File: src/rtl/prog_rx_pkg.sv
package prog_rx_pkg;
  typedef enum logic [1:0] {
    ST_LOCK  = 2'd0,
    ST_START = 2'd1,
    ST_DATA  = 2'd2
  } rx_state_e;
endpackage

File: src/rtl/prog_rx_sync.sv
module prog_rx_sync #(
  parameter int STAGES = 2
) (
  input  logic clk_i,
  input  logic rst_ni,
  input  logic sclk_i,
  input  logic sdata_i,
  output logic sample_o,
  output logic bit_o
);
  logic [STAGES-1:0] sclk_q, data_q;
  logic              sclk_prev_q;

  always_ff @(posedge clk_i or negedge rst_ni) begin
    if (!rst_ni) begin
      sclk_q      <= '0;
      data_q      <= '0;
      sclk_prev_q <= 1'b0;
    end else begin
      sclk_q      <= {sclk_q[STAGES-2:0], sclk_i};
      data_q      <= {data_q[STAGES-2:0], sdata_i};
      sclk_prev_q <= sclk_q[STAGES-1];
    end
  end

  assign sample_o = sclk_q[STAGES-1] & ~sclk_prev_q;
  assign bit_o    = data_q[STAGES-1];
endmodule

File: src/rtl/prog_rx_fsm.sv
module prog_rx_fsm
  import prog_rx_pkg::*;
#(
  parameter int WORD_W      = 24,
  parameter int UNLOCK_ONES = 5
) (
  input  logic              clk_i,
  input  logic              rst_ni,
  input  logic              sample_i,
  input  logic              bit_i,
  output logic              load_req_o,
  output logic [WORD_W-1:0] word_o,
  output logic              err_o
);
  localparam int CNT_W  = $clog2(WORD_W + 1);
  localparam int ONES_W = $clog2(UNLOCK_ONES + 1);

  rx_state_e         state_q;
  logic [CNT_W-1:0]  cnt_q;
  logic [ONES_W-1:0] ones_q;
  logic              half_q, first_q, err_q;
  logic [WORD_W-1:0] shreg_q;
  logic              full, pair_end;

  assign full       = (cnt_q == CNT_W'(WORD_W));
  assign pair_end   = sample_i && (state_q == ST_DATA) && half_q;
  assign load_req_o = pair_end && first_q && bit_i && full;
  assign word_o     = shreg_q;
  assign err_o      = err_q;

  always_ff @(posedge clk_i or negedge rst_ni) begin
    if (!rst_ni) begin
      state_q <= ST_LOCK;
      cnt_q   <= '0;
      ones_q  <= '0;
      half_q  <= 1'b0;
      first_q <= 1'b0;
      err_q   <= 1'b0;
      shreg_q <= '0;
    end else if (sample_i) begin
      unique case (state_q)
        ST_LOCK: begin
          if (bit_i) begin
            if (ones_q != ONES_W'(UNLOCK_ONES)) ones_q <= ones_q + 1'b1;
          end else begin
            if (ones_q == ONES_W'(UNLOCK_ONES)) begin
              state_q <= ST_START;
              err_q   <= 1'b0;
            end
            ones_q <= '0;
          end
        end
        ST_START: begin
          if (bit_i) begin
            err_q   <= 1'b1;
            state_q <= ST_LOCK;
          end else begin
            state_q <= ST_DATA;
            cnt_q   <= '0;
            half_q  <= 1'b0;
          end
        end
        ST_DATA: begin
          if (!half_q) begin
            first_q <= bit_i;
            half_q  <= 1'b1;
          end else begin
            half_q <= 1'b0;
            if (first_q != bit_i) begin
              if (full) begin          // overrun
                err_q   <= 1'b1;
                state_q <= ST_LOCK;
              end else begin
                shreg_q <= {bit_i, shreg_q[WORD_W-1:1]};
                cnt_q   <= cnt_q + 1'b1;
              end
            end else begin
              // (1,1) at full is the load; any other equal pair is an error
              if (!(bit_i && full)) err_q <= 1'b1;
              state_q <= ST_LOCK;
            end
          end
        end
        default: state_q <= ST_LOCK;
      endcase
    end
  end
endmodule

File: src/rtl/prog_rx_regs.sv
module prog_rx_regs #(
  parameter int ADDR_W = 3,
  parameter int PAY_W  = 21
) (
  input  logic                            clk_i,
  input  logic                            rst_ni,
  input  logic                            load_i,
  input  logic [ADDR_W-1:0]               addr_i,
  input  logic [PAY_W-1:0]                data_i,
  output logic                            load_o,
  output logic [ADDR_W-1:0]               addr_o,
  output logic [PAY_W-1:0]                data_o,
  output logic [(1<<ADDR_W)*PAY_W-1:0]    regs_o
);
  localparam int NREG = 1 << ADDR_W;

  always_ff @(posedge clk_i or negedge rst_ni) begin
    if (!rst_ni) begin
      load_o <= 1'b0;
      addr_o <= '0;
      data_o <= '0;
    end else begin
      load_o <= load_i;
      if (load_i) begin
        addr_o <= addr_i;
        data_o <= data_i;
      end
    end
  end

  for (genvar g = 0; g < NREG; g++) begin : g_reg
    always_ff @(posedge clk_i or negedge rst_ni) begin
      if (!rst_ni)                                  regs_o[g*PAY_W +: PAY_W] <= '0;
      else if (load_i && addr_i == ADDR_W'(g))      regs_o[g*PAY_W +: PAY_W] <= data_i;
    end
  end
endmodule

File: src/rtl/prog_rx.sv
module prog_rx #(
  parameter int ADDR_W      = 3,
  parameter int WORD_W      = 24,
  parameter int UNLOCK_ONES = 5,
  parameter int SYNC_STAGES = 2
) (
  input  logic                                       clk_i,
  input  logic                                       rst_ni,
  input  logic                                       sclk_i,
  input  logic                                       sdata_i,
  output logic                                       err_no,
  output logic                                       load_o,
  output logic [ADDR_W-1:0]                          load_addr_o,
  output logic [WORD_W-ADDR_W-1:0]                   load_data_o,
  output logic [(1<<ADDR_W)*(WORD_W-ADDR_W)-1:0]     regs_o
);
  localparam int PAY_W = WORD_W - ADDR_W;

  logic              sample, sbit, load_req, err;
  logic [WORD_W-1:0] word;

  prog_rx_sync #(.STAGES(SYNC_STAGES)) u_sync (
    .clk_i, .rst_ni, .sclk_i, .sdata_i,
    .sample_o(sample), .bit_o(sbit)
  );

  prog_rx_fsm #(.WORD_W(WORD_W), .UNLOCK_ONES(UNLOCK_ONES)) u_fsm (
    .clk_i, .rst_ni,
    .sample_i(sample), .bit_i(sbit),
    .load_req_o(load_req), .word_o(word), .err_o(err)
  );

  prog_rx_regs #(.ADDR_W(ADDR_W), .PAY_W(PAY_W)) u_regs (
    .clk_i, .rst_ni,
    .load_i(load_req),
    .addr_i(word[ADDR_W-1:0]),
    .data_i(word[WORD_W-1:ADDR_W]),
    .load_o(load_o), .addr_o(load_addr_o), .data_o(load_data_o),
    .regs_o(regs_o)
  );

  assign err_no = ~err;
endmodule

File: config.mk
export PLATFORM = sky130hd
export DESIGN_NAME = prog_rx
export DESIGN_NICKNAME = d
export VERILOG_FILES = /design/src/rtl/prog_rx_pkg.sv /design/src/rtl/prog_rx_sync.sv /design/src/rtl/prog_rx_fsm.sv /design/src/rtl/prog_rx_regs.sv /design/src/rtl/prog_rx.sv
export SDC_FILE = /design/constraint.sdc
export NUM_CORES = 1
export LEC_CHECK = 0
export BUFFER_PORTS_ARGS = -buffer_cell sky130_fd_sc_hd__buf_2
export CAP_MARGIN = 30
export CORE_MARGIN = 2
export CORE_UTILIZATION = 40
export CTS_CLUSTER_DIAMETER = 60
export DETAILED_ROUTE_END_ITERATION = 7
export PLACE_DENSITY = 0.61
export SETUP_SLACK_MARGIN = 0.05
export SYNTH_ARGS = -nofsm -noshare
export SYNTH_HDL_FRONTEND = slang
export SYNTH_SLANG_ARGS = --single-unit
File: constraint.sdc
create_clock -name clk_i -period 3.27 [get_ports clk_i]
set_clock_uncertainty 0.2 [all_clocks]
set_input_delay 0.327 -clock clk_i [delete_from_list [all_inputs] [get_ports clk_i]]
set_output_delay 0.327 -clock clk_i [all_outputs]
set_load 0.02 [all_outputs]
==> run summary <==
The die is between 150 and 200 µm wide. STA puts the critical path data arrival time at between 2 and 3 ns. The remaining design rule violation count came out at 0.

Walking the worst path, the cells encountered are inv_1 -> ha_1 -> nand4b_2 -> nor3_4 -> buf_4 -> nand4bb_2 -> buf_4 -> mux2_2. STA classifies the critical path startpoint as a flip-flop. The path with the worst hold slack has its endpoint at u_sync.sclk_q[1]$_DFF_PN0_. The I/O pin count came out at roughly 200.

The initial antenna violation count is 0. The tightest min-delay check is of the reg2reg type. Yosys printed 0 warnings.

The number of nets in the synthesized netlist came out at between 500 and 600. For the worst setup path, the data required time is between 3 and 4 ns. The time the worst path needs with I/O delays and setup is 2.67 ns. The synthesized area per cell came out at approximately 16 µm². The floorplan step defined a die boundary enclosing 24,400 µm². The critical path contains buffers and inverters numbering 3 combined. At the end of the flow the core is filled with cells to 0.505. The quantity of I/O buffers inserted on ports came out at just under 200. In this design, the largest share of critical-path delay is due to simple AND/OR/NAND/NOR gates. The routability congestion estimate came out at 0.776. In the layout the commonest cells are dfrtp_1, mux2_2, buf_2, clkbuf_16, mux2_4. The most used flip-flop cell after synthesis is dfrtp_1. The number of nets still failing antenna checks after routing is 0. The endpoint of the most critical register-to-register path is u_regs.regs_o[99]$_DFFE_PN0P_.

Detailed placement finished with a half-perimeter wire length of between 10 and 15 mm. The delay of the slowest cell on the worst path came out at 0.40 ns. The worst relative slew slack is 0.469.

The setup-violating endpoint count in the final report came out at 0. The post-synthesis instance area is between 9000 and 10,000 µm². The vertical die dimension is approximately 160 µm. The area growth from synthesis to final layout came out at 23.7%. The count of inserted antenna diode cells is 0. The origin of the critical flop-to-flop path is u_fsm.state_q[0]$_DFFE_PN0P_.

The tree is rooted in a clkbuf_16. The initial cell density of the core is 0.408. The number of hold-slack violations in the final timing report is 0.

The number of violations of the max-capacitance limit is 0. Clock-pin slew was measured on the worst setup and hold paths at approximately 0.060 ns. Fill cells in the final layout number approximately 1,900.

The global-route wire length before repair is approximately 35 mm. Setup repair after global routing left no endpoint under its margin. Based on the critical path, the design can be clocked at up to 374 MHz. For this design the ratio of total power to cell area is 541 nW/µm².

The detailed-route wire length per cell is between 20 and 25 µm. The minimum hold slack is approximately 0.15 ns. Entering global routing, the biggest net connects 83 pins. Buffers inserted during clock tree synthesis total 26. The routed wire length is ~22 mm.

The cell with the biggest individual delay on the critical path is dfrtp_1. In this run the number of H-tree levels came out at 1. The critical path endpoint category is a flip-flop.

The worst-skew pair later-pin latency came out at ~0.51 ns. The type of the worst setup path is reg2reg. The most numerous cell type found on the critical path is buf_4. In the routed layout, each cell is associated on average with a via count of 5.05. The maximum net fanout on the critical path came out at 11. The share of synthesized registers carrying an async set or reset came out at 1.00. The number of enable-type register cells in the synthesized netlist came out at 0. The worst voltage drop across the vdd grid is between 0.3 and 0.4 mV. In the final design database the tool counted ~800 nets. After floorplanning, the core was sized to cover 22,700 µm². The run finished with clean final reports. For this design the static power due to leakage is about 6.5 nW. After routing, the total negative slack on setup checks comes to 0 ns. The top-area cell type share of the netlist area came out at 0.635.

In this run, synthesis produced a sequential element count of roughly 240. Summed over all layers, the global routing overflow is 0. The final route contains 5,467 vias.

The detailed router's first-iteration violation count is around 180. The total number of clock tree sinks is around 240. The sequential element share of the synthesized area came out at 0.635. The cell count of the worst hold path came out at 0. Row generation in the floorplan step produced 55 rows. The number of cells upsized or downsized after cts is 0. The TritonCTS clock tree is yes.

The first-pass iteration count of the detailed router came out at 4. The count of unique library cells instantiated by Yosys came out at 39. In this run the deepest clock path goes through 3 buffers. In the final layout, the share of cells above drive strength 1 is 0.606. The synthesized instance count came out at between 500 and 600.

The overall track demand over capacity in global routing is 0.182. The worst-case reg-to-reg path depth came out at 8. The slew at the pin closest to its max-slew limit came out at a little under 0.8 ns. The fraction of the cycle the final worst path needs is 0.818. The library cell used most frequently in the layout, excluding fill and tap cells, is dfrtp_1.

The biggest area contributor in the post-synthesis netlist is dfrtp_1. In this run the most critical hold path is launched from u_sync.sclk_q[0]$_DFF_PN0_. By area the synthesized netlist is led by dfrtp_1, mux2_2, mux2_4, ha_1, clkbuf_1. The number of global-route vias before repair was 5,872.

The setup slack on the worst flop-to-flop path came out at around 0.6 ns. The max-slew violation count came out at 0.
## through the flow
| stage | cells | setup slack (ns) | total power, mW | area [µm²] |
|---|---|---|---|---|
| floorplan | 582 | 0.998 | 3.25 | 9260 |
| global placement | 1034 | 0.650 | 3.36 | 10600 |
| detailed placement | 1034 | 0.570 | 3.39 | 10600 |
| CTS | 1082 | 0.570 | 6.30 | 11500 |
| global route | 1082 | 0.400 | 6.47 | 11500 |
| finish | 1082 | 0.596 | 6.20 | 11500 |
## cell usage after synthesis, types with 4 or more instances
| master | instances |
|---|---|
| dfrtp_1 | 235 |
| mux2_4 | 18 |
| mux2_1 | 4 |
| nand2_1 | 8 |
| nand3_1 | 6 |
| ha_1 | 8 |
| nor2_1 | 4 |
| inv_1 | 10 |
| buf_2 | 18 |
| nand2b_1 | 7 |
| mux2_2 | 198 |
| clkbuf_1 | 25 |
| mux2i_1 | 4 |
## timing repair
item | in CTS | in global routing
hold buffers | 3 | 0
hold endpoints to repair | 81 | 0
setup buffers | 0 | 0
## logic make-up after synthesis
group	synth area share
DFF	0.635
muxes	0.279
buffers and inverters	0.0284
and+or+nand+nor	0.0357
AOI/OAI and AO/OA	0.0100
adders and majority gates	0.0108
xor gates and xnor gates	0.000946
## metal layers
| layer | wire [µm] | up-vias | global-route usage |
|---|---|---|---|
| li1 | - | 2442 | - |
| met1 | 9660 | 2819 | 0.240 |
| met2 | 10300 | 172 | 0.298 |
| met3 | 1630 | 34 | 0.0525 |
| met4 | 547 | 0 | 0.0476 |
| met5 | 0 | - | 0 |
## how the worst max path moves through the flow
stage / from / end / slack, ns / cells after the start
global route: u_fsm.state_q[0]$_DFFE_PN0P_ / u_regs.regs_o[96]$_DFFE_PN0P_ / 0.40 / 8
global placement: u_fsm.state_q[0]$_DFFE_PN0P_ / u_regs.regs_o[98]$_DFFE_PN0P_ / 0.65 / 8
floorplan: u_fsm.state_q[0]$_DFFE_PN0P_ / u_regs.regs_o[126]$_DFFE_PN0P_ / 1.0 / 8
detailed placement: u_fsm.state_q[0]$_DFFE_PN0P_ / u_regs.regs_o[99]$_DFFE_PN0P_ / 0.57 / 8
finish: u_fsm.state_q[0]$_DFFE_PN0P_ / u_regs.regs_o[99]$_DFFE_PN0P_ / 0.60 / 8
CTS: u_fsm.state_q[0]$_DFFE_PN0P_ / u_regs.regs_o[38]$_DFFE_PN0P_ / 0.57 / 8
## where the power goes
| part | total (mW) | switching [mW] | internal [mW] |
|---|---|---|---|
| registers | 3.01 | 0.0544 | 2.96 |
| clock network | 2.87 | 1.13 | 1.74 |
| logic | 0.324 | 0.198 | 0.127 |
## cell type report
class	count	area, µm²	area share
sequential	235	5880	0.513
multi-input combinational	290	3130	0.274
timing repair buffer	217	1190	0.104
clock buffer	37	783	0.0684
tap	285	357	0.0311
clock inverter	8	75.1	0.00655
inverter	10	37.5	0.00328
## registers in the layout, summed over array words and instances (netlist names)
register,cells
u_fsm.half_q,1
u_fsm.word_o,24
u_fsm.ones_q,3
u_fsm.err_o,1
u_regs.data_o,21
u_fsm.cnt_q,5
u_fsm.first_q,1
u_sync.sclk_q,2
u_regs.load_o,1
u_fsm.state_q,2
u_sync.data_q,2
u_regs.regs_o,168
u_regs.addr_o,3
u_sync.sclk_prev_q,1
No activity file was read; power rests on OpenSTA's default activity.
